==> src/rtl/scl_gen_pkg.sv <==
package scl_gen_pkg;
  typedef enum logic {
    PH_LOW  = 1'b0,
    PH_HIGH = 1'b1
  } scl_phase_e;

  localparam int unsigned D_W       = 3;
  localparam logic [2:0]  D_PSC0    = 3'd7;
  localparam logic [2:0]  D_PSC1    = 3'd6;
  localparam logic [2:0]  D_PSCN    = 3'd5;
  localparam logic [2:0]  D_FIXED   = 3'd6;
endpackage

==> src/rtl/scl_offset_sel.sv <==
module scl_offset_sel
  import scl_gen_pkg::*;
#(
  parameter int unsigned PSC_W   = 4,
  parameter bit          FIXED_D = 1'b0
) (
  input  logic [PSC_W-1:0] psc_i,
  output logic [D_W-1:0]   d_o
);
  if (FIXED_D) begin : g_fixed
    logic unused_psc;
    assign unused_psc = ^psc_i;
    assign d_o = D_FIXED;
  end else begin : g_scaled
    always_comb begin
      if (psc_i == '0)                d_o = D_PSC0;
      else if (psc_i == PSC_W'(1))    d_o = D_PSC1;
      else                            d_o = D_PSCN;
    end
  end
endmodule

==> src/rtl/scl_prescaler.sv <==
module scl_prescaler #(
  parameter int unsigned PSC_W = 4
) (
  input  logic             clk_i,
  input  logic             rst_ni,
  input  logic             run_i,
  input  logic [PSC_W-1:0] div_i,
  output logic             tick_o,
  output logic             first_o
);
  logic [PSC_W-1:0] pcnt_q;

  always_ff @(posedge clk_i or negedge rst_ni) begin
    if (!rst_ni)              pcnt_q <= '0;
    else if (!run_i)          pcnt_q <= '0;
    else if (pcnt_q == div_i) pcnt_q <= '0;
    else                      pcnt_q <= pcnt_q + PSC_W'(1);
  end

  assign tick_o  = run_i && (pcnt_q == div_i);
  assign first_o = run_i && (pcnt_q == '0);
endmodule

==> src/rtl/scl_phase_ctr.sv <==
module scl_phase_ctr
  import scl_gen_pkg::*;
#(
  parameter int unsigned CNT_W = 9
) (
  input  logic             clk_i,
  input  logic             rst_ni,
  input  logic             run_i,
  input  logic             tick_i,
  input  logic             first_i,
  input  logic             line_i,
  input  logic [CNT_W-1:0] low_len_i,
  input  logic [CNT_W-1:0] high_len_i,
  output scl_phase_e       phase_o,
  output logic             mid_low_o,
  output logic             mid_high_o
);
  scl_phase_e       phase_q;
  logic [CNT_W-1:0] cnt_q;
  logic [CNT_W-1:0] len;
  logic             advance;

  assign len     = (phase_q == PH_HIGH) ? high_len_i : low_len_i;
  // high phase only counts once the line really reads high
  assign advance = tick_i && ((phase_q == PH_LOW) || line_i);

  always_ff @(posedge clk_i or negedge rst_ni) begin
    if (!rst_ni) begin
      phase_q <= PH_LOW;
      cnt_q   <= '0;
    end else if (!run_i) begin
      phase_q <= PH_LOW;
      cnt_q   <= '0;
    end else if (advance) begin
      if (cnt_q == len - CNT_W'(1)) begin
        phase_q <= (phase_q == PH_LOW) ? PH_HIGH : PH_LOW;
        cnt_q   <= '0;
      end else begin
        cnt_q   <= cnt_q + CNT_W'(1);
      end
    end
  end

  assign phase_o    = phase_q;
  assign mid_low_o  = run_i && (phase_q == PH_LOW) && first_i &&
                      (cnt_q == (low_len_i >> 1));
  assign mid_high_o = run_i && (phase_q == PH_HIGH) && first_i && line_i &&
                      (cnt_q == (high_len_i >> 1));
endmodule

==> src/rtl/scl_timing_gen.sv <==
module scl_timing_gen
  import scl_gen_pkg::*;
#(
  parameter int unsigned PSC_W   = 4,
  parameter int unsigned DIV_W   = 8,
  parameter bit          FIXED_D = 1'b0
) (
  input  logic             clk_i,
  input  logic             rst_ni,
  input  logic             ctl_rst_i,
  input  logic [PSC_W-1:0] psc_i,
  input  logic [DIV_W-1:0] low_i,
  input  logic [DIV_W-1:0] high_i,
  input  logic             scl_i,
  output logic             scl_o,
  output logic             sda_chg_o,
  output logic             sda_smp_o
);
  localparam int unsigned CNT_W = DIV_W + 1;

  logic [PSC_W-1:0] psc_q;
  logic [DIV_W-1:0] low_q, high_q;
  logic             run_q;
  logic [D_W-1:0]   d;
  logic [CNT_W-1:0] low_len, high_len;
  logic             tick, first;
  scl_phase_e       phase;

  // configuration shadow: loads only during soft reset
  always_ff @(posedge clk_i or negedge rst_ni) begin
    if (!rst_ni) begin
      psc_q  <= '0;
      low_q  <= '0;
      high_q <= '0;
      run_q  <= 1'b0;
    end else begin
      if (ctl_rst_i) begin
        psc_q  <= psc_i;
        low_q  <= low_i;
        high_q <= high_i;
      end
      run_q <= !ctl_rst_i && (high_q != '0);
    end
  end

  scl_offset_sel #(.PSC_W(PSC_W), .FIXED_D(FIXED_D)) i_offset (
    .psc_i (psc_q),
    .d_o   (d)
  );

  assign low_len  = CNT_W'(low_q)  + CNT_W'(d);
  assign high_len = CNT_W'(high_q) + CNT_W'(d);

  scl_prescaler #(.PSC_W(PSC_W)) i_presc (
    .clk_i   (clk_i),
    .rst_ni  (rst_ni),
    .run_i   (run_q),
    .div_i   (psc_q),
    .tick_o  (tick),
    .first_o (first)
  );

  scl_phase_ctr #(.CNT_W(CNT_W)) i_phase (
    .clk_i      (clk_i),
    .rst_ni     (rst_ni),
    .run_i      (run_q),
    .tick_i     (tick),
    .first_i    (first),
    .line_i     (scl_i),
    .low_len_i  (low_len),
    .high_len_i (high_len),
    .phase_o    (phase),
    .mid_low_o  (sda_chg_o),
    .mid_high_o (sda_smp_o)
  );

  assign scl_o = !run_q || (phase == PH_HIGH);
endmodule

==> config.mk <==
export PLATFORM = sky130hd
export DESIGN_NAME = scl_timing_gen
export DESIGN_NICKNAME = d
export VERILOG_FILES = /design/src/rtl/scl_gen_pkg.sv /design/src/rtl/scl_offset_sel.sv /design/src/rtl/scl_prescaler.sv /design/src/rtl/scl_phase_ctr.sv /design/src/rtl/scl_timing_gen.sv
export SDC_FILE = /design/constraint.sdc
export NUM_CORES = 1
export LEC_CHECK = 0
export BUFFER_PORTS_ARGS = -buffer_cell sky130_fd_sc_hd__buf_2
export CAP_MARGIN = 10
export CORE_MARGIN = 4
export CORE_UTILIZATION = 40
export DETAILED_ROUTE_END_ITERATION = 10
export PLACE_DENSITY = 0.61
export SYNTH_ARGS = -nofsm -noshare
export SYNTH_HDL_FRONTEND = slang
export SYNTH_HIERARCHICAL = 1
export SYNTH_SLANG_ARGS = --single-unit
==> constraint.sdc <==
create_clock -name clk_i -period 3.95 [get_ports clk_i]
set_input_delay 0 -clock clk_i [delete_from_list [all_inputs] [get_ports clk_i]]
set_output_delay 0 -clock clk_i [all_outputs]
set_load 0.05 [all_outputs]
==> impl_summary.txt <==
----------------------------------------------------
[Run status]
  Status ... finished clean

[Synth]
  Number of enable flip-flop cells after synthesis ... 0
  Share of cell area taken by muxes after synthesis ... 12.2%
  Share of flip-flops with an asynchronous set or reset ... 100%
  Simple-gate share of the synthesized area ... 17.8%
  Post-synthesis area per instance ... between 10 and 15 um^2
  Syn nets ... slightly below 300
  Post-synthesis compound-gate area fraction ... under 10%
  Post-synthesis instance area ... 0.00259 mm^2
  Portion of synthesized cell area occupied by the leading cell type ... about a third
  Predominant post-synthesis flop cell ... sky130_fd_sc_hd__dfrtp_1
  Fraction of the mapped netlist area in adder cells ... approximately 6.4%
  Share of synthesized area occupied by flip-flops and latches ... between 30% and 40%
  Most area-hungry cell type in the Yosys netlist ... sky130_fd_sc_hd__dfrtp_1
  Largest family of logic cells by synthesized area ... XOR/XNOR gates
  Synthesized flop and latch total ... 35
  Yosys Warn Count ... 6
  Most common cell in the netlist ... sky130_fd_sc_hd__dfrtp_1
  Cells taking the most area after synthesis ... sky130_fd_sc_hd__dfrtp_1 34%, sky130_fd_sc_hd__xnor2_1 9.8%, sky130_fd_sc_hd__mux2_2 9.1%
  Leading post-synthesis cells by instance count ... 35 x sky130_fd_sc_hd__dfrtp_1, 29 x sky130_fd_sc_hd__xnor2_1, 21 x sky130_fd_sc_hd__mux2_2
  Synthesized instance count ... 259
  Xor/xnor share of the synthesized area ... around 18%
  Unique masters post-synth ... 47

[STA]
  Pins Over Slew Limit ... 0
  Unrepaired setup endpoints after global routing ... true
  Final-report hold violation count ... 0
  Max-slew headroom ... a little under half
  Final period util ... between 90% and 100%
  Post-Route Hold Slack ... 0.118 ns
  Achievable clock frequency ... approximately 260 MHz
  Total setup violations reported at the end of the flow ... 0
  Shortest clock period the worst path allows after layout ... 3.89 ns
  Maximum clock skew at final layout ... between 0.005 and 0.006 ns
  Final worst-path setup slack ... 0.0617 ns
  Transition at the pin with the smallest max-transition slack ... ~0.79 ns

[Floorplan]
  Effective utilization at floorplan ... around two fifths
  Site row count ... 29
  Number of placed I/O pins ... 27
  Die X-Extent ... roughly 90 um
  DIE HEIGHT ... 88.5 um
  Area of the core ... between 0.006 and 0.007 mm^2
  Overall die area ... 0.00784 mm^2

[Power and ir drop]
  VDD IR-drop max ... ~220 uV
  Leakage power ... 1.32 nW
  Power density over the cells ... between 300 and 400 mW/mm^2

[Clocking]
  Cts bufs inserted ... 5
  Clock root buffer ... sky130_fd_sc_hd__clkbuf_8
  Clk pin slew, worst setup/hold paths ... ~0.080 ns
  CTS Buffer Depth ... 2
  Clock sink count ... 35
  H-tree levels ... 2
  Clock insertion delay at the later pin of the skew report ... ~0.29 ns
  CTS tree ... done

[Setup path]
  Library cell contributing the largest single delay on the critical path ... sky130_fd_sc_hd__or4b_4
  Type of element capturing the critical path ... register
  Worst EP arrival ... about 4.1 ns
  Type of the setup path with the least slack ... register to register
  Cell seen most often among critical-path stages ... sky130_fd_sc_hd__or4_4
  Critical Path Start Type ... register
  Critical path cell sequence ... or4b_4 -> ha_1 -> fa_1 -> a21oi_2 -> nor2b_1 -> xor2_1 -> nor2_1 -> a31oi_1 -> o31a_1 -> or4_4 -> or4_4 -> nor4b_1
  CP Data Required Time ... about 4.1 ns
  Maximum single-stage delay on the critical path ... 0.57 ns
  CP max FO ... 4

[Placement]
  Placement-stage cell area ... around 0.0029 mm^2
  Setup slack at placement ... -0.0462 ns
  RD Place Congestion ... approximately 0.86
  DP Wirelength ... between 4 and 5 mm
  PortBufs ... 26

[Finish]
  Area Overhead vs Synth ... 24.3%
  Total of fill cells in the finished design ... between 500 and 600
  Final cell utilization of the core ... between 50 and 60%
  Share of cells above drive strength 1 ... between 20% and 30%
  Area taken by flip-flops and latches ... slightly below 900 um^2
  Number of nets in the final layout ... ~350
  Area of the multi-input gates ... between 0.0015 and 0.002 mm^2
  Post-Layout Inst Area ... between 0.003 and 0.004 mm^2
  ANT cells ... 0

[GRT]
  Overall Global Routing Usage ... between 10% and 20%
  Via count of the first global-routing pass ... ~2,100
  Wire length of the first global-routing pass ... 10.1 mm
  Antenna violations before repair ... 0
  Largest net degree at the start of global routing ... 36
  Congestion Overflow GR ... 0

[Routing]
  Number of iterations in the first detailed-routing pass ... 4
  Detailed-route DRC error count ... 0
  Via-per-instance ratio ... around 5.3
  Post-detailed-route count of antenna-violating nets ... 0
  Violation count after the first detailed-routing iteration ... 86
  Average wire per cell in the routed design ... approximately 15 um
  Routed vias ... 2,106
  Total Routed Length ... between 5 and 6 mm

[Flow run]
  MaxCap Viol Count ... 0

[Worst hold path]
  Hold WC Path Type ... input port to register

----------------------------------------------------
power by group:
part,switching (mW),internal (mW)
clock,0.139,0.123
sequential,0.0331,0.384
combinational,0.187,0.192
total,0.359,0.699
through the flow:
step	power, mW	setup TNS, ns	cells
after floorplan	0.661	0	259
after global placement	0.766	0	364
after detailed placement	0.773	-0.126	364
after CTS	1.06	0	393
after global routing	1.13	-0.266	394
final	1.06	0	394
per-layer routing:
| layer | vias up | GRT usage [%] | share of wire [%] |
|---|---|---|---|
| li1 | 1044 | - | - |
| met1 | 1014 | 21.1 | 44 |
| met2 | 38 | 27.7 | 50 |
| met3 | 10 | 3.17 | 4.1 |
| met4 | 0 | 6.59 | 2.0 |
| met5 | - | 0 | 0 |
worst paths after layout:
check,to,slack [ns],from,cells past startpoint
setup / recovery,i_phase/cnt_q[3]$_DFFE_PN0P_,0.06,psc_q[3]$_DFFE_PN0P_,12
hold reg to reg,low_q[2]$_DFFE_PN0P_,0.54,low_q[2]$_DFFE_PN0P_,1
setup reg to reg,i_phase/cnt_q[3]$_DFFE_PN0P_,0.06,psc_q[3]$_DFFE_PN0P_,12
max in group asynchronous,i_phase/cnt_q[2]$_DFFE_PN0P_,3.12,rst_ni,2
min in group asynchronous,high_q[5]$_DFFE_PN0P_,0.33,rst_ni,2
hold / removal,i_phase/phase_o$_DFFE_PN0P_,0.12,scl_i,3
cells by family (layout without fill, tap and decap cells):
family | Yosys count | count (layout)
and+or+nand+nor | 78 | 78
xor gates and xnor gates | 51 | 51
DFF | 35 | 35
AOI/OAI and AO/OA | 31 | 31
muxes | 29 | 29
buffers and inverters | 22 | 80
adders and majority gates | 12 | 12
other | 1 | 1
cell type report:
class,instances,share of cell area (%)
multi-input cells,202,51.7
clock inverters,3,0.620
clock buffers,5,2.13
flip-flops and latches,35,27.1
well taps,77,2.99
inverters,8,0.931
repair buffers,64,14.5
flip-flops by register name (all words and copies together) (netlist names):
name	flops
run_q	1
i_presc/pcnt_q	4
i_phase/phase_o	1
high_q	8
i_phase/cnt_q	9
low_q	8
psc_q	4
cells in the final DEF, fill, tap and decap left out, drive strengths merged, types with 2 or more instances in the layout:
cell type    synthesis  layout
fa                   2       2
nor2                 8       8
clkinvlp             0       2
dlygate4sd3          0      21
clkbuf               7       5
or4                  3       3
inv                  8       8
xor2                20      20
nand2               12      12
a211oi               4       4
nor4b                3       3
o31a                 2       2
and3                 8       8
nor2b                2       2
buf                  7      43
o22ai                3       3
a31oi                2       2
nand3                8       8
nor3                 9       9
nor3b                3       3
o2111ai              2       2
a21oi               10      10
o21ai                4       4
xnor2               31      31
ha                  10      10
or3                  4       4
dfrtp               35      35
nor4                 5       5
mux2                21      21
mux2i                8       8
nand4                8       8
worst max-delay path: cells and delay by family, from the launching register on:
kind | cells | cell delay [ns]
and+or+nand+nor | 6 | 1.97
adders and majority gates | 2 | 0.65
AOI/OAI and AO/OA | 3 | 0.59
DFF | 1 | 0.38
xor gates and xnor gates | 1 | 0.15
what timing repair did:
| item | CTS | global route |
|---|---|---|
| pin swaps | 2 | 4 |
| setup endpoints to repair | 4 | 7 |
| buffers inserted | 0 | 1 |
| endpoints found under the hold margin | 55 | 0 |
| hold buffers | 21 | 0 |
| gates resized for setup | 3 | 7 |
No activity file was read; power rests on OpenSTA's default activity.
